## config.mk

```make
export PLATFORM = sky130hd
export DESIGN_NAME = irq_vector_tracker
export DESIGN_NICKNAME = d
export VERILOG_FILES = /design/src/rtl/ivt_pkg.sv /design/src/rtl/ivt_pending.sv /design/src/rtl/ivt_modtimer.sv /design/src/rtl/ivt_sequencer.sv /design/src/rtl/irq_vector_tracker.sv
export SDC_FILE = /design/constraint.sdc
export NUM_CORES = 1
export LEC_CHECK = 0
export BUFFER_PORTS_ARGS = -buffer_cell sky130_fd_sc_hd__buf_4
export CAP_MARGIN = 20
export CORE_MARGIN = 3
export CORE_UTILIZATION = 55
export DETAILED_ROUTE_END_ITERATION = 16
export GPL_TIMING_DRIVEN = 1
export PLACE_DENSITY = 0.76
export SETUP_SLACK_MARGIN = 0.15
export SYNTH_ARGS = -nofsm -noshare
export SYNTH_HDL_FRONTEND = slang
export SYNTH_SLANG_ARGS = --single-unit
```

## constraint.sdc

```tcl
create_clock -name clk -period 2.65 [get_ports clk]
set_input_delay 0.53 -clock clk [delete_from_list [all_inputs] [get_ports clk]]
set_output_delay 0.53 -clock clk [all_outputs]
set_load 0.02 [all_outputs]
```

## src/rtl/ivt_pkg.sv

```systemverilog
package ivt_pkg;
  typedef enum logic [1:0] {
    ST_ARMED  = 2'd0,
    ST_WRITE  = 2'd1,
    ST_MASKED = 2'd2
  } ivt_state_e;
endpackage

```

## src/rtl/ivt_pending.sv

```systemverilog
// Pending-queue vector: one sticky bit per queue, cleared when the copy is
// taken; an arrival on that same edge survives into the fresh vector.
module ivt_pending #(
  parameter int NQ = 8,
  localparam int QW = (NQ > 1) ? $clog2(NQ) : 1
) (
  input  logic          clk,
  input  logic          rst,
  input  logic          arr_valid,
  input  logic [QW-1:0] arr_idx,
  input  logic          take,
  output logic [NQ-1:0] pend
);
  for (genvar g = 0; g < NQ; g++) begin : g_bit
    logic hit;
    assign hit = arr_valid && (arr_idx == QW'(g));
    always_ff @(posedge clk) begin
      if (rst) pend[g] <= 1'b0;
      else     pend[g] <= (pend[g] & ~take) | hit;
    end
  end
endmodule

```

## src/rtl/ivt_modtimer.sv

```systemverilog
// Moderation interval counter: counts while run is high, restarts otherwise.
module ivt_modtimer #(
  parameter int TW = 16
) (
  input  logic          clk,
  input  logic          rst,
  input  logic          run,
  input  logic [TW-1:0] limit,
  output logic          expired
);
  logic [TW-1:0] cnt_q;

  assign expired = run && (cnt_q >= limit);

  always_ff @(posedge clk) begin
    if (rst || !run)       cnt_q <= '0;
    else if (cnt_q < limit) cnt_q <= cnt_q + 1'b1;
  end
endmodule

```

## src/rtl/ivt_sequencer.sv

```systemverilog
// Copy / write / interrupt / mask sequence.
module ivt_sequencer
  import ivt_pkg::*;
#(
  parameter int NQ = 8
) (
  input  logic          clk,
  input  logic          rst,
  input  logic [NQ-1:0] pend,
  input  logic          expired,
  input  logic          vec_ack,
  input  logic          host_reenable,
  output logic          take,
  output logic          timer_run,
  output logic          vec_req,
  output logic [NQ-1:0] vec_data,
  output logic          irq
);
  ivt_state_e state_q;
  logic       armed;

  assign armed     = (state_q == ST_ARMED);
  assign timer_run = armed && (|pend);
  assign take      = timer_run && expired;

  always_ff @(posedge clk) begin
    if (rst) begin
      state_q  <= ST_ARMED;
      vec_req  <= 1'b0;
      vec_data <= '0;
      irq      <= 1'b0;
    end else begin
      irq <= 1'b0;
      unique case (state_q)
        ST_ARMED: if (take) begin
          vec_data <= pend;
          vec_req  <= 1'b1;
          state_q  <= ST_WRITE;
        end
        ST_WRITE: if (vec_ack) begin
          vec_req <= 1'b0;
          irq     <= 1'b1;
          state_q <= ST_MASKED;
        end
        ST_MASKED: if (host_reenable) state_q <= ST_ARMED;
        default: state_q <= ST_ARMED;
      endcase
    end
  end
endmodule

```

## src/rtl/irq_vector_tracker.sv

```systemverilog
module irq_vector_tracker #(
  parameter int NQ = 8,
  parameter int TW = 16,
  localparam int QW = (NQ > 1) ? $clog2(NQ) : 1
) (
  input  logic          clk,
  input  logic          rst,
  input  logic          desc_valid,
  input  logic [QW-1:0] desc_queue,
  input  logic [TW-1:0] mod_limit,
  input  logic          vec_ack,
  input  logic          host_reenable,
  output logic          vec_req,
  output logic [NQ-1:0] vec_data,
  output logic          irq
);
  logic [NQ-1:0] pend;
  logic          take;
  logic          timer_run;
  logic          expired;

  ivt_pending #(.NQ(NQ)) u_pend (
    .clk(clk), .rst(rst), .arr_valid(desc_valid), .arr_idx(desc_queue),
    .take(take), .pend(pend)
  );

  ivt_modtimer #(.TW(TW)) u_timer (
    .clk(clk), .rst(rst), .run(timer_run), .limit(mod_limit), .expired(expired)
  );

  ivt_sequencer #(.NQ(NQ)) u_seq (
    .clk(clk), .rst(rst), .pend(pend), .expired(expired), .vec_ack(vec_ack),
    .host_reenable(host_reenable), .take(take), .timer_run(timer_run),
    .vec_req(vec_req), .vec_data(vec_data), .irq(irq)
  );
endmodule

```

==> results by group, run 1 <==
Outcome
  • Status: complete, no violations

Hold path
  • Hold Crit Class: in2reg

Detailed routing
  • WL per Instance: 12.81 µm
  • DR vias: 1813
  • Drt first pass iters: 7
  • Post-Route WL: just over 4 mm
  • DRC: 0
  • 1st-iter DRT viols: 107
  • Via-to-Cell Ratio: 5.719
  • Antenna Nets Post-Route: 0

Floorplanning
  • Die Area: 4317 µm²
  • FP Rows: 21
  • # IOs: 34
  • Die Width: 65.71 µm
  • Core area: 3390 µm²
  • Starting Density: 57.84%
  • Die Span Y: 65.71 µm

Cells and area
  • Share of cells above drive strength 1: 19.56%
  • Fin nets: between 300 and 400
  • Fill cell count: 290
  • Antenna cells: 0
  • Layout area overhead: 19.78%
  • Final core utilization: 69.29%
  • Final instance area: 2349 µm²

Worst setup path
  • Worst setup path end: u_timer.cnt_q[9]
  • Startpoint types: register
  • CP endpoint kind: register
  • Reg2reg end: u_timer.cnt_q[9]
  • FF-to-FF path depth: 7
  • Worst r2r src: u_timer.cnt_q[11]
  • Crit path arrival time: about 2600 ps
  • WP data required: 2940 ps
  • FF-to-FF setup slack: 370 ps
  • Setup CP Type: reg2reg
  • Max FO, Critical Path: 5
  • Worst Setup SP: u_timer.cnt_q[11]

STA
  • Final TNS setup: 0 ps
  • Worst Tran Pin Value: approximately 520 ps
  • Fmax achieved: between 0.4 and 0.5 GHz
  • Final hold vios: 0
  • Post-route minimum period: 2280 ps
  • RSZ-0062 raised after global routing: no
  • Finish-stage setup viols: 0
  • Slew Limit Fails: 0
  • Final Cycle Share: 86.05%
  • Max_slew headroom: roughly 65%
  • Fin Clk Skew: 6.225 ps

Power
  • P per Cell Area: approximately 440 nW/µm²
  • Clock power frac: a little under two fifths
  • Flop pwr share: between 50 and 60%
  • VDD IR max: 300.0 µV
  • Comb power frac: 9.3%
  • Psw: 251.9 µW
  • Sw frac: 24.16%
  • Leakage: roughly 1.1 nW
  • Internal power: 790.8 µW

Global route
  • Antenna violations before repair: 0
  • Number of global-route vias before repair: around 1600
  • First-pass GRT wire length: 6.748 mm
  • Total gr overflow: 0
  • GR Util All Layers: 19.97%
  • Largest net degree at the start of global routing: 29

Placed design
  • Post-placement cell area: roughly 2300 µm²
  • Port-buffer cells: 33
  • HPWL Detailed: 3.006 mm
  • RD Place Congestion: 0.7740

Logic synthesis
  • Synth Warn #: 0
  • Post-synthesis cell area: 1961 µm²
  • Top cells by area, synth: dfxtp_1, ha_1, a21oi_1
  • Top FF cell, synth: dfxtp_1
  • Number of synthesized flops with an enable pin: 0
  • Syn Inst Count: between 200 and 250
  • Mean Syn Cell Area: about 8.3 µm²
  • Synth area leader: dfxtp_1
  • Unique masters post-synth: 38
  • Synth async-reset ratio: 0%
  • Net count after synthesis: between 200 and 300
  • Post-synthesis sequential area ratio: 36.76%
  • Top-area cell type share of the netlist area: 36.76%
  • Yosys reg bits: 36

CTS
  • H-tree Lvls: 2
  • Clk Latency, worst-skew pair: 350 ps
  • Resize count post-CTS: 0
  • Clock sink total: 36
  • Postcts setup bufs: 0
  • Clk root buf: clkbuf_4
  • CTS tree: built
  • TritonCTS Buffers: 5
  • CTS Buffer Depth: 2
  • CTS Hold Bufs: 0
  • Clock slew at reported path FFs: 110 ps

Run
  • Max-Cap Viols: 0
[flip-flops by register name (all words and copies together) (netlist names)]
register / count
u_seq.irq: 1
u_seq.vec_req: 1
u_seq.state_q: 2
u_timer.cnt_q: 16
u_pend.pend: 8
u_seq.vec_data: 8
[cell type report]
type                            instances  area [µm²]  share of cell area, %
Inverter                               19       71.32                  3.037
Multi-Input combinational cell        171        1127                  48.00
Clock buffer                            5       37.54                  1.598
Sequential cell                        36       721.9                  30.74
Clock inverter                          3       42.54                  1.811
Timing Repair Buffer                   37       290.3                  12.36
Tap cell                               46       57.56                  2.451
[how the worst min path moves through the flow]
stage	start	to	slack, ps	depth (start not counted)
after floorplan	u_pend.pend[3]	u_pend.pend[3]	450	2
after global placement	u_seq.vec_req	u_seq.vec_req	450	2
after detailed placement	u_seq.vec_req	u_seq.vec_req	460	2
after CTS	host_reenable	u_seq.state_q[1]	430	3
after global routing	host_reenable	u_seq.state_q[1]	440	3
final	host_reenable	u_seq.state_q[1]	440	3
[cell usage after synthesis (2+ instances only)]
cell type	count
dfxtp_1	36
a21oi_1	23
nand2_1	20
inv_1	19
nor2_1	18
ha_1	17
nand4_1	12
o21ai_0	11
or3_1	9
mux2i_1	8
clkbuf_1	7
o211ai_1	7
or4_1	7
nand3_1	6
nor3_1	4
buf_2	3
a211o_1	2
a32oi_1	2
and3_1	2
and4_1	2
nand3b_1	2
nor4_1	2
or3b_2	2
[logic make-up after synthesis]
kind of cell	Yosys count	share of synthesized area [%]
muxes	8	4.084
adders and majority gates	17	10.85
buffers and inverters	29	5.744
and+or+nand+nor	92	25.34
AOI/OAI and AO/OA	54	17.23
DFF	36	36.76
[cells in the final DEF (no fill, tap or decap), types with 2 or more instances in the layout]
cell type,Yosys,final
buf_4,0,36
dfxtp_1,36,35
a21oi_1,23,23
nand2_1,20,20
inv_1,19,19
nor2_1,18,18
ha_1,17,17
nand4_1,12,12
o21ai_0,11,11
or3_1,9,9
mux2i_1,8,8
o211ai_1,7,7
or4_1,7,7
nand3_1,6,6
clkbuf_4,0,5
nor3_1,4,4
and4_1,2,2
nor4_1,2,2
a211o_1,2,2
a32oi_1,2,2
and3_1,2,2
nand3b_1,2,2
or3b_2,2,2
[worst max-delay path, cell delays in order (launching register included)]
cell	delay (ps)
dfxtp_1	410
ha_1	290
a21oi_2	160
o21ai_2	80
a211o_1	310
or4_1	530
or3_1	320
a21oi_1	140
[through the flow]
step                instances  total power [mW]  worst slack (ps)  hold slack [ps]
detailed placement        309            0.6636             87.38            456.0
floorplan                 236            0.6198             209.9            448.3
global placement          309            0.6628             125.3            445.8
CTS                       317             1.050             332.1            429.4
global route              317             1.080             162.3            444.9
finish                    317             1.043             369.6            437.2
[per-layer routing]
| metal | up-vias | GRT usage [%] | wire length [µm] |
|---|---|---|---|
| li1 | 939 | - | - |
| met1 | 810 | 27.18 | 1920 |
| met2 | 57 | 29.54 | 1825 |
| met3 | 7 | 5.641 | 259 |
| met4 | 0 | 8.031 | 57 |
| met5 | - | 0 | 0 |
[power by group through the flow]
stage / Clock, mW / Combinational [mW] / Sequential [mW]
after floorplan: 0 / 0.0550 / 0.565
after global placement: 0 / 0.0959 / 0.567
after detailed placement: 0 / 0.0967 / 0.567
after CTS: 0.397 / 0.0977 / 0.555
after global routing: 0.415 / 0.109 / 0.556
final: 0.391 / 0.0971 / 0.555
Note: power is estimated with default switching activity, not from simulation.
==> run 2: changes to the inputs <==
--- a/config.mk
+++ b/config.mk
@@ -8,10 +8,9 @@
 export BUFFER_PORTS_ARGS = -buffer_cell sky130_fd_sc_hd__buf_4
 export CAP_MARGIN = 20
 export CORE_MARGIN = 3
-export CORE_UTILIZATION = 55
+export CORE_UTILIZATION = 50
 export DETAILED_ROUTE_END_ITERATION = 16
-export GPL_TIMING_DRIVEN = 1
-export PLACE_DENSITY = 0.76
+export PLACE_DENSITY = 0.75
 export SETUP_SLACK_MARGIN = 0.15
 export SYNTH_ARGS = -nofsm -noshare
 export SYNTH_HDL_FRONTEND = slang
==> constraint.sdc (replaced) <==
create_clock -name clk -period 2 [get_ports clk]
set_input_delay 0.4 -clock clk [delete_from_list [all_inputs] [get_ports clk]]
set_output_delay 0.4 -clock clk [all_outputs]
set_load 0.02 [all_outputs]
==> results by group, run 2 (synthesis gave the netlist of run 1 again) <==
Global route
  • Largest net degree at the start of global routing: 24
  • GR Util All Layers: 22.36%
  • Total gr overflow: 0
  • Antenna violations before repair: 0
  • First-pass GRT wire length: 7.955 mm
  • Number of global-route vias before repair: 1820

Detailed routing
  • Post-Route WL: 5.118 mm
  • DRC: 0
  • WL per Instance: 14.71 µm
  • 1st-iter DRT viols: 124
  • Drt first pass iters: 5
  • Antenna Nets Post-Route: 0
  • Via-to-Cell Ratio: 5.655
  • DR vias: 1968

Placed design
  • Pre-CTS WS: -298.8 ps
  • RD Place Congestion: 0.8075
  • HPWL Detailed: 3.527 mm
  • Port-buffer cells: 33

Cells and area
  • Layout area overhead: 49.33%
  • Antenna cells: 0
  • Final core utilization: 78.79%
  • Max reg flops: 16
  • Regs by FF count: u_timer.cnt_q: 16 flops, u_pend.pend: 8 flops, u_seq.vec_data: 8 flops
  • Fin nets: 340
  • Share of cells above drive strength 1: ~44%
  • Commonest non-fill, non-tap cells in the layout: buf_4, dfxtp_1, a21oi_1
  • Commonest non-fill, non-tap cell in the layout: buf_4
  • Top reg by flops: u_timer.cnt_q

Worst setup path
  • Worst r2r src: u_timer.cnt_q[1]
  • Worst-path cell chain: ha_4, nor2b_4, o211ai_1, a21oi_1, o21a_2, buf_12, or4_1, nand2_1
  • Crit-path max cell delay: 480 ps
  • CP Depth: 8
  • CP endpoint kind: register
  • CP top delay family: simple AND/OR/NAND/NOR gates
  • Worst setup path end: u_timer.cnt_q[12]
  • Worst Setup SP: u_timer.cnt_q[1]
  • Max FO, Critical Path: 14
  • Crit path arrival time: around 2300 ps
  • FF-to-FF setup slack: -100 ps
  • FF-to-FF path depth: 8
  • WP data required: 2230 ps
  • Crit-path slowest cell: or4_1
  • Setup CP Type: reg2reg
  • Reg2reg end: u_timer.cnt_q[12]
  • Worst Path Buf+Inv: 1
  • Startpoint types: register

STA
  • Slew Limit Fails: 0
  • Finish-stage setup viols: 12
  • Worst Tran Pin Value: 618.9 ps
  • Max_slew headroom: about 59%
  • Post-route minimum period: ~2100 ps
  • Final Cycle Share: 104.9%
  • Final worst slack: -98.43 ps
  • Fmax achieved: 0.4765 GHz
  • RSZ-0062 raised after global routing: yes
  • Final hold vios: 0
  • Fin Clk Skew: between 3 and 4 ps
  • Hold Worst Slack: approximately 380 ps

Power
  • Power, Total: 1.456 mW
  • VDD IR max: 473.4 µV
  • P per Cell Area: 497.4 nW/µm²
  • Leakage: 1.223 nW

CTS
  • Clk root buf: clkbuf_8
  • Clock sink total: 36
  • CTS Buffer Depth: 2
  • Clock slew at reported path FFs: 80 ps
  • CTS tree: built
  • Clk Latency, worst-skew pair: 290 ps
  • CTS Hold Bufs: 0
  • TritonCTS Buffers: 5
  • H-tree Lvls: 2

Outcome
  • Status: complete, but fails checks
  • Failing checks: setup timing

Hold path
  • Hold_sp: host_reenable
  • Hold Crit Class: in2reg

Floorplanning
  • Die Width: 68.62 µm
  • Starting Density: ~53%
  • Die Span Y: 68.62 µm
  • Core area: 3716 µm²
  • Die Area: 4709 µm²
  • # IOs: 34
  • FP Rows: 22

Run
  • Max-Cap Viols: 0
==> run 2: cell type report <==
class,count,area [µm²]
clock buffers,5,68.82
clock inverters,3,23.77
flip-flops and latches,36,730.7
multi-input cells,171,1414
inverters,19,103.9
fillers,240,788.3
repair buffers,66,526.8
well taps,48,60.06
==> run 2: worst reg2reg max path: stages, from the launching register on <==
cell	delay, ps
dfxtp_2	350
ha_4	240
nor2b_4	120
o211ai_1	240
a21oi_1	130
o21a_2	250
buf_12	150
or4_1	480
nand2_1	80
==> run 2: per-layer routing <==
metal	track usage [%]	vias up	part of all wire [%]
met5	0	-	0
met4	6.203	0	0.98
met3	5.511	6	3.4
met2	38.74	36	51
met1	27.28	936	44
li1	-	990	-
==> run 2: stage by stage <==
step / setup TNS [ps] / std cells / cell area (µm²)
after floorplan: -719.8 / 236 / 2202
after global placement: -6591 / 331 / 2625
after detailed placement: -7716 / 331 / 2625
after CTS: -1696 / 345 / 2796
after global routing: -2642 / 348 / 2928
final: -554.8 / 348 / 2928
==> run 2: worst min path at each step <==
stage | to | slack (ps) | cells past startpoint
final | u_seq.state_q[1] | 380 | 3
after global routing | u_seq.state_q[1] | 390 | 3
after CTS | u_seq.state_q[1] | 380 | 3
after detailed placement | u_seq.vec_req | 460 | 2
after global placement | u_seq.vec_req | 450 | 2
after floorplan | u_pend.pend[3] | 450 | 2
==> run 2: what timing repair did <==
action | CTS | global route
pin swaps | 2 | 13
resized for setup | 10 | 24
endpoints found under the setup margin | 33 | 34
setup buffers | 5 | 3
gates cloned | 1 | 1
==> run 2: power breakdown <==
group | leakage (nW) | switching (mW) | internal [mW] | total (mW)
clock | 0.0404 | 0.294 | 0.247 | 0.541
combinational | 0.888 | 0.0943 | 0.0883 | 0.183
sequential | 0.295 | 0.00749 | 0.725 | 0.733
==> run 3: changes to the inputs <==
--- a/config.mk
+++ b/config.mk
@@ -7,9 +7,10 @@
 export LEC_CHECK = 0
 export BUFFER_PORTS_ARGS = -buffer_cell sky130_fd_sc_hd__buf_4
 export CAP_MARGIN = 20
-export CORE_MARGIN = 3
+export CORE_MARGIN = 10
 export CORE_UTILIZATION = 50
 export DETAILED_ROUTE_END_ITERATION = 16
+export GPL_TIMING_DRIVEN = 0
 export PLACE_DENSITY = 0.75
 export SETUP_SLACK_MARGIN = 0.15
 export SYNTH_ARGS = -nofsm -noshare
==> results by group, run 3 (synthesis gave the netlist of run 1 again) <==
Power
  • VDD IR max: 480.8 µV
  • Power, Total: 1.579 mW
  • Leakage: 1.289 nW
  • P per Cell Area: ~500 nW/µm²

Cells and area
  • Commonest non-fill, non-tap cells in the layout: buf_4, dfxtp_1, nor2_1
  • Commonest non-fill, non-tap cell in the layout: buf_4
  • Fin nets: 343
  • Regs by FF count: u_timer.cnt_q: 16 flops, u_pend.pend: 8 flops, u_seq.vec_data: 8 flops
  • Final instance area: 3133 µm²
  • Antenna cells: 0
  • Max reg flops: 16
  • Top reg by flops: u_timer.cnt_q
  • Layout area overhead: 59.80%
  • Post-Layout Cell Count: 351
  • Share of cells above drive strength 1: 52.81%

CTS
  • Clk root buf: clkbuf_8
  • Clk Latency, worst-skew pair: roughly 300 ps
  • CTS tree: built
  • Clock sink total: 36
  • H-tree Lvls: 2
  • Clock slew at reported path FFs: about 80 ps
  • CTS Buffer Depth: 2
  • TritonCTS Buffers: 5

STA
  • Slew Limit Fails: 0
  • Hold Worst Slack: between 300 and 400 ps
  • Max_slew headroom: 55.72%
  • Final Cycle Share: 110.7%
  • Worst Tran Pin Value: 661.7 ps
  • Post-route minimum period: between 2000 and 2500 ps
  • Fin Clk Skew: ~11 ps
  • Final worst slack: -214.0 ps
  • Fmax achieved: around 0.45 GHz
  • Finish-stage setup viols: 34
  • Final hold vios: 0
  • RSZ-0062 raised after global routing: yes

Placed design
  • Dpl cells: 317
  • HPWL Detailed: about 3.7 mm
  • Post-placement cell area: 2510 µm²
  • Port-buffer cells: 33
  • RD Place Congestion: 0.8236

Detailed routing
  • Drt first pass iters: 4
  • Post-Route WL: ~6.3 mm
  • DR vias: 2073
  • Via-to-Cell Ratio: 5.906
  • Antenna Nets Post-Route: 0
  • 1st-iter DRT viols: roughly 150
  • WL per Instance: 17.98 µm
  • DRC: 0

Global route
  • GR Util All Layers: 17.37%
  • Total gr overflow: 0
  • Antenna violations before repair: 0
  • Number of global-route vias before repair: around 2000
  • First-pass GRT wire length: 9.377 mm
  • Largest net degree at the start of global routing: 13

Worst setup path
  • Max FO, Critical Path: 10
  • Setup CP Type: reg2reg
  • Worst-path cell chain: ha_4, nand4_1, or3_1, a31o_1, a31o_2, buf_8, buf_8, a32oi_1, nor2_1
  • WP data required: about 2200 ps
  • Crit-path slowest cell: dfxtp_2
  • CP endpoint kind: register
  • Crit-path most repeated cell: buf_8
  • CP top delay family: simple AND/OR/NAND/NOR gates
  • Worst Path Buf+Inv: 2
  • Startpoint types: register
  • Crit-path max cell delay: roughly 370 ps
  • Crit path arrival time: between 2000 and 2500 ps

Floorplanning
  • Die Area: ~6800 µm²
  • FP Rows: 22
  • Core area: 3716 µm²
  • # IOs: 34
  • Die Span Y: 82.62 µm
  • Starting Density: 52.76%
  • Die Width: 82.62 µm

Hold path
  • Hold Crit Class: in2reg

Outcome
  • Failing checks: setup timing
  • Status: complete, but fails checks

Run
  • Max-Cap Viols: 0
==> run 3: layout make-up <==
type | count | area (µm²)
multi-input cells | 171 | 1475
flip-flops and latches | 36 | 759.5
fillers | 212 | 583.1
repair buffers | 59 | 511.7
plain buffers | 10 | 111.4
inverters | 19 | 103.9
clock buffers | 5 | 68.82
well taps | 48 | 60.06
clock inverters | 3 | 42.54
==> run 3: worst min-delay path: stages <==
cell and delay [ps]:
buf_4 80, or3b_2 100, a21oi_1 60
==> run 3: power breakdown <==
part | switching, mW | internal, mW | total, mW
Clock | 0.292 | 0.369 | 0.661
Combinational | 0.0979 | 0.0933 | 0.191
Sequential | 0.0105 | 0.716 | 0.726
==> run 3: layer usage <==
| layer | GRT usage (%) | wire, µm | vias up |
|---|---|---|---|
| li1 | - | - | 997 |
| met1 | 21.81 | 2633 | 945 |
| met2 | 28.07 | 3028 | 102 |
| met3 | 4.752 | 423 | 29 |
| met4 | 5.853 | 226 | 0 |
| met5 | 0 | 0 | - |
==> run 3: worst paths after layout <==
check / from / slack, ps / depth (start not counted) / to
worst min register to register: u_pend.pend[7] / 470 / 2 / u_pend.pend[7]
worst max-delay path: u_timer.cnt_q[14] / -210 / 9 / u_pend.pend[2]
worst max register to register: u_timer.cnt_q[14] / -210 / 9 / u_pend.pend[2]
worst min-delay path: host_reenable / 380 / 3 / u_seq.state_q[1]
==> run 3: per-stage QoR <==
stage	setup TNS, ps	setup slack (ps)	util (%)
2_1_floorplan	-719.8	-112.0	-
3_3_place_gp	-8380	-361.0	67.54
3_5_place_dp	-9034	-397.8	67.54
4_1_cts	-2384	-159.1	78.99
5_1_grt	-7589	-325.6	84.31
6_report	-4349	-214.0	84.31
==> run 3: timing repair <==
item                       4_1_cts  5_1_grt
setup endpoints to repair       34       34
setup buffers                   16        7
gates cloned                     2        1
pin swaps                       24       18
resized for setup               49       39
hold buffers                     0        0
